==> src/rtl/sidefx_pkg.sv <==
package sidefx_pkg;

   typedef enum logic [1:0] {
      TR_IDLE   = 2'b00,
      TR_BUSY   = 2'b01,
      TR_NONSEQ = 2'b10,
      TR_SEQ    = 2'b11
   } htrans_e;

   localparam logic RESP_OKAY = 1'b0;

   // A transfer type carries a real access when its upper bit is set.
   function automatic logic is_real_xfer(input logic [1:0] t);
      return t[1];
   endfunction

endpackage

==> src/rtl/sidefx_aphase.sv <==
module sidefx_aphase #(
   parameter int IDX_W = 6
) (
   input  logic             hclk,
   input  logic             hresetn,
   input  logic             hsel,
   input  logic             hready,
   input  logic [1:0]       htrans,
   input  logic             hwrite,
   input  logic [IDX_W-1:0] idx_in,
   output logic             acc_q,
   output logic             wr_q,
   output logic [IDX_W-1:0] idx_q
);
   import sidefx_pkg::*;

   logic qualify;

   assign qualify = hsel && hready && is_real_xfer(htrans);

   // Address and direction are only latched for a qualified slot,
   // so no stale address ever reaches a register.
   always_ff @(posedge hclk or negedge hresetn) begin
      if (!hresetn) begin
         acc_q <= 1'b0;
         wr_q  <= 1'b0;
         idx_q <= '0;
      end else begin
         acc_q <= qualify;
         if (qualify) begin
            wr_q  <= hwrite;
            idx_q <= idx_in;
         end
      end
   end

endmodule

==> src/rtl/sidefx_status.sv <==
module sidefx_status #(
   parameter int STAT_W = 8
) (
   input  logic              hclk,
   input  logic              hresetn,
   input  logic [STAT_W-1:0] set_i,
   input  logic              clr_i,
   output logic [STAT_W-1:0] stat_q
);
   logic [STAT_W-1:0] kept;

   assign kept = clr_i ? '0 : stat_q;

   // A set arriving with the clear survives it.
   always_ff @(posedge hclk or negedge hresetn) begin
      if (!hresetn) stat_q <= '0;
      else          stat_q <= kept | set_i;
   end

endmodule

==> src/rtl/sidefx_fifo.sv <==
module sidefx_fifo #(
   parameter int DATA_W = 32,
   parameter int DEPTH  = 4
) (
   input  logic                     hclk,
   input  logic                     hresetn,
   input  logic                     push_i,
   input  logic [DATA_W-1:0]        din,
   input  logic                     pop_i,
   output logic [DATA_W-1:0]        dout,
   output logic                     full,
   output logic                     empty,
   output logic [$clog2(DEPTH):0]   count
);
   localparam int PW = $clog2(DEPTH);
   localparam logic [PW:0] DEPTH_C = (PW+1)'(DEPTH);

   logic [DATA_W-1:0] mem [DEPTH];
   logic [PW-1:0]     wp, rp;
   logic              do_push, do_pop;

   assign full    = (count == DEPTH_C);
   assign empty   = (count == '0);
   assign do_push = push_i && !full;
   assign do_pop  = pop_i && !empty;
   assign dout    = empty ? '0 : mem[rp];

   always_ff @(posedge hclk or negedge hresetn) begin
      if (!hresetn) begin
         wp    <= '0;
         rp    <= '0;
         count <= '0;
      end else begin
         if (do_push) wp <= wp + 1'b1;
         if (do_pop)  rp <= rp + 1'b1;
         case ({do_push, do_pop})
            2'b10:   count <= count + 1'b1;
            2'b01:   count <= count - 1'b1;
            default: count <= count;
         endcase
      end
   end

   always_ff @(posedge hclk) begin
      if (do_push) mem[wp] <= din;
   end

endmodule

==> src/rtl/ahb_sidefx_regs.sv <==
module ahb_sidefx_regs #(
   parameter int DATA_W     = 32,
   parameter int ADDR_W     = 8,
   parameter int NUM_CTRL   = 2,
   parameter int STAT_W     = 8,
   parameter int FIFO_DEPTH = 4
) (
   input  logic              hclk,
   input  logic              hresetn,
   input  logic              hsel,
   input  logic [ADDR_W-1:0] haddr,
   input  logic [1:0]        htrans,
   input  logic              hwrite,
   input  logic [DATA_W-1:0] hwdata,
   input  logic              hready,
   output logic              hreadyout,
   output logic              hresp,
   output logic [DATA_W-1:0] hrdata,
   input  logic [STAT_W-1:0] stat_set,
   input  logic              push_valid,
   input  logic [DATA_W-1:0] push_data,
   output logic              push_ready
);
   import sidefx_pkg::*;

   localparam int IDX_W = ADDR_W - 2;
   localparam int PW    = $clog2(FIFO_DEPTH);
   localparam logic [IDX_W-1:0] STAT_IDX = IDX_W'(NUM_CTRL);
   localparam logic [IDX_W-1:0] FIFO_IDX = IDX_W'(NUM_CTRL + 1);

   initial begin
      assert (ADDR_W >= 3 && (NUM_CTRL + 2) <= (1 << IDX_W))
         else $error("address space too small for the register set");
      assert (FIFO_DEPTH >= 2 && (1 << PW) == FIFO_DEPTH)
         else $error("queue depth must be a power of two, at least 2");
      assert (STAT_W >= 1 && STAT_W <= DATA_W)
         else $error("event width must fit the data bus");
      assert (NUM_CTRL >= 1)
         else $error("at least one control word is needed");
   end

   logic              acc_q, wr_q;
   logic [IDX_W-1:0]  idx_q;
   logic              rd_go, wr_go, clr_go, pop_go;
   logic [STAT_W-1:0] stat_q;
   logic [DATA_W-1:0] fifo_dout;
   logic              fifo_full, fifo_empty;
   logic [PW:0]       fifo_cnt;
   logic [NUM_CTRL-1:0][DATA_W-1:0] ctrl_bus;

   sidefx_aphase #(.IDX_W(IDX_W)) u_aphase (
      .hclk    (hclk),
      .hresetn (hresetn),
      .hsel    (hsel),
      .hready  (hready),
      .htrans  (htrans),
      .hwrite  (hwrite),
      .idx_in  (haddr[ADDR_W-1:2]),
      .acc_q   (acc_q),
      .wr_q    (wr_q),
      .idx_q   (idx_q)
   );

   assign rd_go  = acc_q && !wr_q;
   assign wr_go  = acc_q && wr_q;
   assign clr_go = rd_go && (idx_q == STAT_IDX);
   assign pop_go = rd_go && (idx_q == FIFO_IDX);

   for (genvar g = 0; g < NUM_CTRL; g++) begin : g_ctrl
      logic [DATA_W-1:0] word_q;
      logic              we;
      assign we = wr_go && (idx_q == IDX_W'(g));
      always_ff @(posedge hclk or negedge hresetn) begin
         if (!hresetn)  word_q <= '0;
         else if (we)   word_q <= hwdata;
      end
      assign ctrl_bus[g] = word_q;
   end

   sidefx_status #(.STAT_W(STAT_W)) u_status (
      .hclk    (hclk),
      .hresetn (hresetn),
      .set_i   (stat_set),
      .clr_i   (clr_go),
      .stat_q  (stat_q)
   );

   sidefx_fifo #(.DATA_W(DATA_W), .DEPTH(FIFO_DEPTH)) u_fifo (
      .hclk    (hclk),
      .hresetn (hresetn),
      .push_i  (push_valid),
      .din     (push_data),
      .pop_i   (pop_go),
      .dout    (fifo_dout),
      .full    (fifo_full),
      .empty   (fifo_empty),
      .count   (fifo_cnt)
   );

   assign push_ready = !fifo_full;

   always_comb begin
      hrdata = '0;
      if (rd_go) begin
         if (idx_q == STAT_IDX)      hrdata = DATA_W'(stat_q);
         else if (idx_q == FIFO_IDX) hrdata = fifo_dout;
         else begin
            for (int i = 0; i < NUM_CTRL; i++)
               if (idx_q == IDX_W'(i)) hrdata = ctrl_bus[i];
         end
      end
   end

   assign hreadyout = 1'b1;
   assign hresp     = RESP_OKAY;

endmodule

==> config.mk <==
export PLATFORM = sky130hd
export DESIGN_NAME = ahb_sidefx_regs
export DESIGN_NICKNAME = d
export VERILOG_FILES = /design/src/rtl/sidefx_pkg.sv /design/src/rtl/sidefx_aphase.sv /design/src/rtl/sidefx_status.sv /design/src/rtl/sidefx_fifo.sv /design/src/rtl/ahb_sidefx_regs.sv
export SDC_FILE = /design/constraint.sdc
export NUM_CORES = 1
export LEC_CHECK = 0
export BUFFER_PORTS_ARGS = -buffer_cell sky130_fd_sc_hd__clkbuf_2
export CAP_MARGIN = 20
export CORE_ASPECT_RATIO = 1.2
export CORE_MARGIN = 2
export CORE_UTILIZATION = 50
export CTS_CLUSTER_DIAMETER = 30
export DETAILED_ROUTE_END_ITERATION = 12
export GPL_TIMING_DRIVEN = 0
export PLACE_DENSITY = 0.81
export SYNTH_ARGS = -nofsm -noshare
export SYNTH_HDL_FRONTEND = slang
export SYNTH_SLANG_ARGS = --single-unit
export TNS_END_PERCENT = 1
==> constraint.sdc <==
create_clock -name hclk -period 3.15 [get_ports hclk]
set_input_delay 0.4725 -clock hclk [delete_from_list [all_inputs] [get_ports hclk]]
set_output_delay 0.4725 -clock hclk [all_outputs]
set_load 0.005 [all_outputs]
==> impl_metrics.yaml, run 1 <==
outcome:
  status: "finished, final reports clean"
synthesis:
  synth.most_common_cell: "sky130_fd_sc_hd__edfxtp_1"
  mappedNetlistArea_mm2: 0.00908
  synthMuxAreaShare: 0.169
  post_synth_xor_area_fraction: 0.00579
  largest_area_contributor_in_the_synthesized_netlist: "sky130_fd_sc_hd__edfxtp_1"
  synth_seq_area_share: 0.663
  combinational_family_with_the_most_area_after_synthesis: "multiplexers"
  synth_seq_cells: 215
  share_of_the_synthesized_area_in_the_top_cell_type: 0.423
  most_instantiated_cells_after_synthesis: "sky130_fd_sc_hd__edfxtp_1 (128), sky130_fd_sc_hd__dfrtp_1 (87), sky130_fd_sc_hd__nand3_1 (49), sky130_fd_sc_hd__mux2_2 (42), sky130_fd_sc_hd__mux4_2 (32)"
  netlist_instances: 558
  yosysWarningCount: 0
  synth-compound-area-share: 0.0531
  synth-adder-area-share: 0.00910
  synth_edf_count: 128
  ys_top_cells_by_area: "sky130_fd_sc_hd__edfxtp_1 (42%), sky130_fd_sc_hd__dfrtp_1 (24%), sky130_fd_sc_hd__mux4_2 (7.9%)"
  synth.avg_cell_area_um2: 16.3
  yosys.area_share.simple: 0.0692
  asyncSetResetFlopFracSynth: 0.405
  top_ff_cell_synth: "sky130_fd_sc_hd__edfxtp_1"
  synth_cell_type_count: 40
  synth_nets: 652
die:
  initial_core_util: 0.505
  placement_rows: 54
  die_width_um: 127
  overall_die_height_um: 152
  die_area_mm2: 0.0193
  coreArea_mm2: 0.0180
  io_pins: 123
routing:
  wire_per_inst_um: 22.3
  drtIter0Drc: 534
  drc: 0
  drt_pass1_iterations: 6
  drt-total-wl_mm: 21.5
  met3_wirelength_mm: 1.27
  vias_per_cell: 5.93
  met2_length_mm: 11.2
  postRouteAntennaNets: 0
  highest_layer: "met4"
  dr_total_vias: 5716
  detail_route.wirelength.met1_mm: 8.19
worst_setup_path:
  cp-end-kind: "output port"
  worst-setup-path-type: "reg2out"
  crit_path_start_kind: "flop"
  timing.critical_path.cells: "nor4_4, buf_4, buf_2, buf_2, nand4_1, a31oi_1, clkbuf_2"
  timing.critical_path.slowest_stage_cell: "sky130_fd_sc_hd__dfrtp_1"
  timing.critical_path.mode_cell: "sky130_fd_sc_hd__buf_2"
  required_ns: 2.68
  r2r_setup_slack_ns: 0.52
  crit_path_max_incr_delay_ns: 0.41
  crit-reg2reg-capture: "u_fifo.count[2]"
  critical_path_peak_fanout: 10
  timing.critical_path.arrival_ns: 2.52
  ff_to_ff_start: "u_aphase.wr_q"
  reg2reg_depth: 9
place:
  dp.final_hpwl_mm: 13.9
  pre_cts_slack_ns: 0.521
  gpl.final_weighted_congestion: 0.888
  buffer_ports.inserted: 117
  dp_cells: 900
clock_tree:
  clk_latency_ns: 0.50
  cts_buffers: 35
  cts_clk_pin_slew_worst_paths_ns: 0.05
  cts_max_path_buffers: 3
  cts_sinks: 215
  cts_tree: "built"
  clock_tree.htree_level_count: 2
  cts.root.buffer_cell: "sky130_fd_sc_hd__clkbuf_16"
global_routing:
  grt_max_degree: 65
  wire_length_of_the_first_global_routing_pass_mm: 32.9
  grt_remaining_overflow: 0
  grt.total_usage: 0.223
  first_global_vias: 6099
  grt_antenna_before_repair: 1
cells_and_area:
  final.fill_count: 1227
  num_antenna_cells: 0
  final_layout_size_suffix_gt1_frac: 0.392
  fin_nets: 809
  area.growth.synth_to_final_pct: 24.8
  final_non_filler_cells: 964
timing:
  tns_ns: 0
  final.setup_skew_ns: 0.0168
  grt_setup_unrepaired: "false"
  timing.final.setup_violations: 0
  slew_viol_final: 0
  fin_crit_sh: 0.949
  slew-limit-headroom: 0.429
  maxClockFrequency_ghz: 0.334
  timing.final.hold_violations: 0
  final.setup.worst_slack_ns: 0.160
  max_slew.worst_pin.slew_ns: 0.857
  final_period_minus_worst_setup_slack_ns: 2.99
min_path:
  worstHoldEndpoint: "u_status.stat_q[3]"
  min_from: "stat_set[3]"
  timing.hold.worst.class: "in2reg"
  cell_depth_of_the_worst_min_delay_path: 2
job:
  maximum_capacitance_violations: 0
power:
  irDropWorstVdd_uv: 409
  power_per_cell_area_mw_per_mm2: 812
  power_w: 0.00920
  p_leak_nw: 4.39
per-stage QoR:
stage / hold WS, ns / cell area (µm²) / utilization
4_1_cts: 0.161 / 11300 / 0.630
2_1_floorplan: 0.177 / 9080 / -
3_5_place_dp: 0.435 / 9980 / 0.555
3_3_place_gp: 0.463 / 9940 / 0.553
6_report: 0.169 / 11300 / 0.631
5_1_grt: 0.164 / 11300 / 0.631
cell type report:
type / instances / area (µm²) / share of cell area
Buffer: 47 / 249 / 0.0220
Tap cell: 224 / 280 / 0.0247
Timing Repair Buffer: 120 / 633 / 0.0559
Clock buffer: 38 / 940 / 0.0829
Inverter: 7 / 26.3 / 0.00232
Sequential cell: 215 / 6020 / 0.531
Multi-Input combinational cell: 289 / 2790 / 0.246
Clock inverter: 24 / 397 / 0.0350
worst max-delay path, delay by kind of cell (launching register included):
family	cells	cell delay, ns
simple gates	2	0.38
flops	1	0.41
buf+inv	4	0.87
compound gates	1	0.37
sequential cells by signal, indices dropped and copies added (netlist names):
| signal | count |
|---|---|
| u_fifo.mem | 128 |
| g_ctrl.word_q | 64 |
| u_status.stat_q | 8 |
| u_aphase.idx_q | 6 |
| u_fifo.count | 3 |
| u_fifo.rp | 2 |
| u_fifo.wp | 2 |
| u_aphase.acc_q | 1 |
| u_aphase.wr_q | 1 |
metal layers:
layer  GRT usage  up-vias
met4       0.105        0
met1       0.266     2902
met5           0        -
met3      0.0460       64
met2       0.391      232
li1            -     2518
how the worst max path moves through the flow:
stage,from,end,depth (start not counted)
after floorplan,u_aphase.wr_q,u_fifo.count[2],9
after global placement,u_aphase.idx_q[3],hrdata[25],6
after detailed placement,u_aphase.idx_q[3],hrdata[25],6
after CTS,u_aphase.idx_q[3],hrdata[25],6
after global routing,u_aphase.idx_q[4],hrdata[27],7
final,u_aphase.idx_q[4],hrdata[25],7
kinds of logic after synthesis:
family                     after synthesis
xor gates and xnor gates                 6
buffers and inverters                   54
and+or+nand+nor                        105
AOI/OAI and AO/OA                       66
adders and majority gates                6
DFF                                    215
muxes                                  104
other                                    2
placed cells by master (no fill, tap or decap), drive strengths merged, types with 3 or more instances in the layout:
master    netlist  routed
clkbuf         19     174
edfxtp        128     128
dfrtp          87      87
mux2           72      72
nand3          49      49
mux4           32      32
buf            28      30
nand4          26      26
a31oi          24      24
bufinv          0      10
inv             7       9
clkinv          0       9
a21o            8       8
nor3b           8       8
o21a            8       8
o211ai          8       8
a211oi          8       8
o2bb2ai         8       8
ha              5       5
and3            4       4
xor2            3       3
xnor2           3       3
clkinvlp        0       3
report_power, final:
group	internal [W]	total, W	switching [W]	leakage, nW
clock	0.00298	0.00431	0.00134	0.650
sequential	0.00353	0.00372	0.000192	2.24
combinational	0.000442	0.00117	0.000724	1.50
total	0.00695	0.00920	0.00225	4.39
repair_timing:
| item | CTS | global route |
|---|---|---|
| hold endpoints to repair | 23 | 0 |
| hold buffers | 1 | 0 |
| buffers inserted | 0 | 1 |
| resized for setup | 0 | 2 |
| setup endpoints to repair | 0 | 9 |
Power figures use the tool's default switching activity.
==> inputs of run 2 (changes only) <==
- PLACE_DENSITY: 0.81 -> 0.71
- RECOVER_POWER: not set -> 100
==> impl_metrics.yaml, run 2 (synthesized netlist as in run 1, its figures left out) <==
clock_tree:
  cts_clk_pin_slew_worst_paths_ns: 0.05
  cts_sinks: 215
  clock_tree.htree_level_count: 2
  clk_latency_ns: 0.50
  cts_buffers: 40
  postCtsSetupRepairBufs: 0
  cts.root.buffer_cell: "sky130_fd_sc_hd__clkbuf_16"
  cts_max_path_buffers: 3
  cts_tree: "built"
cells_and_area:
  fin_area_mm2: 0.0111
  final_cell_mix: "sky130_fd_sc_hd__edfxtp_1 (128), sky130_fd_sc_hd__dfrtp_1 (87), sky130_fd_sc_hd__clkbuf_1 (81)"
  largest_reg_flops: 128
  final_core_utilization: 0.620
  area.growth.synth_to_final_pct: 22.7
  final_common_cell: "sky130_fd_sc_hd__edfxtp_1"
  fin_nets: 813
  final.fill_count: 1369
  largestRegisters: "u_fifo.mem x128, g_ctrl.word_q x64, u_status.stat_q x8"
  final_non_filler_cells: 971
  num_antenna_cells: 0
  registers.top_by_ff_count: "u_fifo.mem"
  final_layout_size_suffix_gt1_frac: 0.300
worst_setup_path:
  worst-setup-path-type: "reg2out"
  required_ns: 2.68
  timing.critical_path.arrival_ns: 2.53
  critical_path_peak_fanout: 10
  crit_path_start_kind: "flop"
  cp-end-kind: "output port"
die:
  initial_core_util: 0.505
  die_area_mm2: 0.0193
  coreArea_mm2: 0.0180
  overall_die_height_um: 152
  placement_rows: 54
  die_width_um: 127
  io_pins: 123
routing:
  vias_per_cell: 5.83
  drt_pass1_iterations: 5
  drtIter0Drc: 516
  dr_total_vias: 5661
  drt-total-wl_mm: 20.9
  wire_per_inst_um: 21.5
  drc: 0
  postRouteAntennaNets: 0
job:
  maximum_capacitance_violations: 4
global_routing:
  grt_antenna_before_repair: 0
  grt.total_usage: 0.220
  wire_length_of_the_first_global_routing_pass_mm: 32.6
  first_global_vias: 6017
  grt_remaining_overflow: 0
  grt_max_degree: 69
timing:
  final_period_minus_worst_setup_slack_ns: 3.00
  fin_crit_sh: 0.952
  maxClockFrequency_ghz: 0.333
  final.setup_skew_ns: 0.0165
  slew-limit-headroom: -0.154
  max_slew.worst_pin.slew_ns: 1.73
  timing.final.hold_violations: 0
  tns_ns: 0
  slew_viol_final: 132
  timing.final.setup_violations: 0
  grt_setup_unrepaired: "false"
power:
  power_per_cell_area_mw_per_mm2: 790
  irDropWorstVdd_uv: 367
  p_leak_nw: 4.14
  power_w: 0.00880
place:
  dp.final_hpwl_mm: 14.0
  gpl.final_weighted_congestion: 0.892
  dp_cells: 900
  postPlaceCellArea_mm2: 0.00998
  buffer_ports.inserted: 117
min_path:
  timing.hold.worst.class: "in2reg"
outcome:
  violated_checks: "max-capacitance violations, max-slew violations"
  status: "finished with violations"
-- run 2: cell types whose count changed in the layout (fill, tap and decap cells not counted), moves of 2 or more --
cell                        delta
sky130_fd_sc_hd__and3_1        +4
sky130_fd_sc_hd__and2_1        -2
sky130_fd_sc_hd__buf_6         -3
sky130_fd_sc_hd__clkinv_4      +3
sky130_fd_sc_hd__inv_6         +2
sky130_fd_sc_hd__clkbuf_2     -48
sky130_fd_sc_hd__and2_0        +2
sky130_fd_sc_hd__clkinv_2      -3
sky130_fd_sc_hd__clkbuf_1     +63
sky130_fd_sc_hd__clkinv_1      +6
sky130_fd_sc_hd__and3_2        -4
sky130_fd_sc_hd__buf_2         -8
sky130_fd_sc_hd__bufinv_16     -8
sky130_fd_sc_hd__clkbuf_16     +4
-- run 2: final timing paths --
check	start	endpoint	slack (ns)	cells after the start
max in group asynchronous	hresetn	u_aphase.acc_q	0.79	3
worst min-delay path	stat_set[2]	u_status.stat_q[2]	0.16	2
worst min register to register	g_ctrl[1].word_q[28]	g_ctrl[1].word_q[28]	0.48	1
min in group asynchronous	hresetn	u_fifo.wp[1]	0.72	2
worst max register to register	u_aphase.wr_q	u_fifo.count[2]	0.58	9
worst max-delay path	u_aphase.idx_q[3]	hrdata[1]	0.15	6
-- run 2: power breakdown --
part	total [W]	internal, W	switching (W)
clock network	0.00394	0.00257	0.00138
logic	0.00114	0.000425	0.000717
registers	0.00372	0.00354	0.000175
-- run 2: per-stage QoR --
step,worst slack [ns],hold slack [ns]
floorplan,0.998,0.177
global placement,0.607,0.464
detailed placement,0.579,0.412
CTS,0.0681,0.157
global route,0.0357,0.176
finish,0.151,0.164
-- run 2: layer usage --
layer | GRT usage | part of all wire
met2 | 0.368 | 0.50
met1 | 0.284 | 0.41
met4 | 0.0879 | 0.031
met3 | 0.0471 | 0.060
met5 | 0 | 0
-- run 2: final cells by class --
| class | instances | area (µm²) | share of cell area |
|---|---|---|---|
| Multi-Input combinational cell | 289 | 2780 | 0.250 |
| Buffer | 47 | 220 | 0.0198 |
| Tap cell | 224 | 280 | 0.0252 |
| Clock buffer | 45 | 1050 | 0.0944 |
| Timing Repair Buffer | 119 | 538 | 0.0483 |
| Inverter | 7 | 26.3 | 0.00236 |
| Clock inverter | 25 | 215 | 0.0193 |
| Sequential cell | 215 | 6020 | 0.541 |
-- run 2: timing repair --
action	in CTS	in global routing
resized for setup	0	2
endpoints found under the setup margin	0	5
hold endpoints to repair	19	0
hold buffers	1	0
-- run 2: critical path, stage by stage, from the launching register on --
cell and delay, ns:
sky130_fd_sc_hd__dfrtp_1 0.42, sky130_fd_sc_hd__nor4_4 0.42, sky130_fd_sc_hd__buf_2 0.29, sky130_fd_sc_hd__clkbuf_2 0.27
sky130_fd_sc_hd__o211ai_1 0.16, sky130_fd_sc_hd__o2bb2ai_1 0.30, sky130_fd_sc_hd__clkbuf_2 0.17
==> inputs of run 3 (changes only) <==
==> constraint.sdc (replaced) <==
create_clock -name hclk -period 3.15 [get_ports hclk]
set_input_delay 0.4725 -clock hclk [delete_from_list [all_inputs] [get_ports hclk]]
set_output_delay 0.4725 -clock hclk [all_outputs]
set_load 0.1 [all_outputs]
==> impl_metrics.yaml, run 3 (synthesized netlist as in run 1, its figures left out) <==
outcome:
  status: "finished with violations"
  violated_checks: "max-capacitance violations, max-slew violations"
place:
  postPlaceCellArea_mm2: 0.00999
  dp.final_hpwl_mm: 14.0
  pre_cts_slack_ns: 0.222
  gpl.final_weighted_congestion: 0.916
  buffer_ports.inserted: 117
worst_setup_path:
  r2r_setup_slack_ns: 0.65
  kind_of_cell_adding_the_most_delay_to_the_critical_path: "buffers and inverters"
  timing.critical_path.arrival_ns: 2.62
  timing.critical_path.cells: "nor4_4, buf_4, buf_2, o211ai_1, o2bb2ai_1, buf_4"
  worst_setup_path_startpoint: "u_aphase.idx_q[3]"
  required_ns: 2.68
  path_buf_inv: 3
  worst-setup-path-type: "reg2out"
  timing.critical_path.slowest_stage_cell: "sky130_fd_sc_hd__nor4_4"
  timing.critical_path.mode_cell: "sky130_fd_sc_hd__buf_4"
  ff_to_ff_start: "u_aphase.wr_q"
  critical_path_peak_fanout: 10
  crit_path_max_incr_delay_ns: 0.46
  reg2reg_depth: 9
  crit-reg2reg-capture: "u_fifo.count[2]"
  crit_path_start_kind: "flop"
  cp-end-kind: "output port"
min_path:
  timing.hold.worst.class: "in2reg"
  worstHoldEndpoint: "u_status.stat_q[3]"
  cell_depth_of_the_worst_min_delay_path: 2
  min_from: "stat_set[3]"
cells_and_area:
  largestRegisters: "u_fifo.mem x128, g_ctrl.word_q x64, u_status.stat_q x8"
  final_layout_size_suffix_gt1_frac: 0.340
  fin_area_mm2: 0.0113
  final_cell_mix: "sky130_fd_sc_hd__edfxtp_1 (128), sky130_fd_sc_hd__dfrtp_1 (87), sky130_fd_sc_hd__clkbuf_1 (63)"
  area.growth.synth_to_final_pct: 24.8
  registers.top_by_ff_count: "u_fifo.mem"
  fin_nets: 809
  largest_reg_flops: 128
  num_antenna_cells: 0
  final.fill_count: 1296
  final_common_cell: "sky130_fd_sc_hd__edfxtp_1"
job:
  maximum_capacitance_violations: 5
global_routing:
  grt_max_degree: 55
  wire_length_of_the_first_global_routing_pass_mm: 31.6
  grt_remaining_overflow: 0
  grt.total_usage: 0.213
  first_global_vias: 5801
  grt_antenna_before_repair: 0
die:
  coreArea_mm2: 0.0180
  initial_core_util: 0.505
  die_width_um: 127
  die_area_mm2: 0.0193
  placement_rows: 54
  overall_die_height_um: 152
  io_pins: 123
timing:
  final_period_minus_worst_setup_slack_ns: 3.09
  max_slew.worst_pin.slew_ns: 2.07
  maxClockFrequency_ghz: 0.323
  holdWs_ns: 0.162
  final.setup.worst_slack_ns: 0.0580
  final.setup_skew_ns: 0.0124
  timing.final.hold_violations: 0
  slew-limit-headroom: -0.382
  timing.final.setup_violations: 0
  grt_setup_unrepaired: "true"
  fin_crit_sh: 0.982
  slew_viol_final: 166
power:
  share_clk_of_total_power: 0.437
  irDropWorstVdd_uv: 342
  switching_power_w: 0.00224
  internal_power_w: 0.00655
  power_per_cell_area_mw_per_mm2: 776
  p_leak_nw: 4.26
  switching_share: 0.255
  pwr-share-comb: 0.140
  seqPwrFrac: 0.423
routing:
  postRouteAntennaNets: 0
  drt-total-wl_mm: 20.8
  drt_pass1_iterations: 5
  drtIter0Drc: 407
  wire_per_inst_um: 21.5
  drc: 0
  vias_per_cell: 5.91
  dr_total_vias: 5705
clock_tree:
  cts_max_path_buffers: 3
  cts.root.buffer_cell: "sky130_fd_sc_hd__clkbuf_16"
  cts_sinks: 215
  cts_buffers: 36
  cts_clk_pin_slew_worst_paths_ns: 0.05
  cts_tree: "built"
  clk_latency_ns: 0.49
  postCtsSetupRepairBufs: 0
  clock_tree.htree_level_count: 2
## run 3: cell types whose count changed in the layout (fill, tap and decap cells not counted), sizes merged
cell / change
clkinvlp: -3
clkbuf: -17
clkinv: -5
bufinv: +1
buf: +21
inv: -2
## run 3: what timing repair did
action,CTS,global route
gates resized for setup,36,39
hold endpoints to repair,25,0
gates cloned,0,0
pin swaps,1,1
endpoints found under the setup margin,32,27
hold buffers,1,0
## run 3: worst max-delay path by stage
| stage | end | depth (start not counted) |
|---|---|---|
| finish | hrdata[0] | 6 |
| global route | hrdata[5] | 6 |
| CTS | hrdata[5] | 6 |
| detailed placement | hrdata[24] | 6 |
| global placement | hrdata[24] | 6 |
| floorplan | hrdata[12] | 5 |
## run 3: area by class of cell
| cell class | instances | area, µm² | share of cell area |
|---|---|---|---|
| buffer | 47 | 230 | 0.0203 |
| tap | 224 | 280 | 0.0247 |
| multi-input combinational | 289 | 2840 | 0.251 |
| timing repair buffer | 119 | 713 | 0.0630 |
| sequential | 215 | 6020 | 0.532 |
| inverter | 7 | 26.3 | 0.00232 |
| clock buffer | 49 | 1050 | 0.0928 |
| clock inverter | 16 | 165 | 0.0146 |
## run 3: power groups by stage
stage                     sequential [W]  combinational, W  clock [W]
after floorplan                  0.00368          0.000844          0
after global placement           0.00372           0.00118          0
after detailed placement         0.00375           0.00124          0
after CTS                        0.00370           0.00125    0.00389
after global routing             0.00375           0.00133    0.00402
final                            0.00371           0.00123    0.00384
## run 3: stage by stage
stage          power, W  utilization  setup TNS [ns]  instances
4_1_cts         0.00884        0.630               0        966
3_3_place_gp    0.00490        0.554               0        899
6_report        0.00879        0.630               0        966
3_5_place_dp    0.00498        0.556               0        900
2_1_floorplan   0.00453            -           -4.63        558
5_1_grt         0.00910        0.630         -0.0354        966
## run 3: layer usage
metal	wire length, µm	global-route usage
met1	8600	0.268
met2	10500	0.365
met3	962	0.0425
met4	684	0.0890
met5	0	0
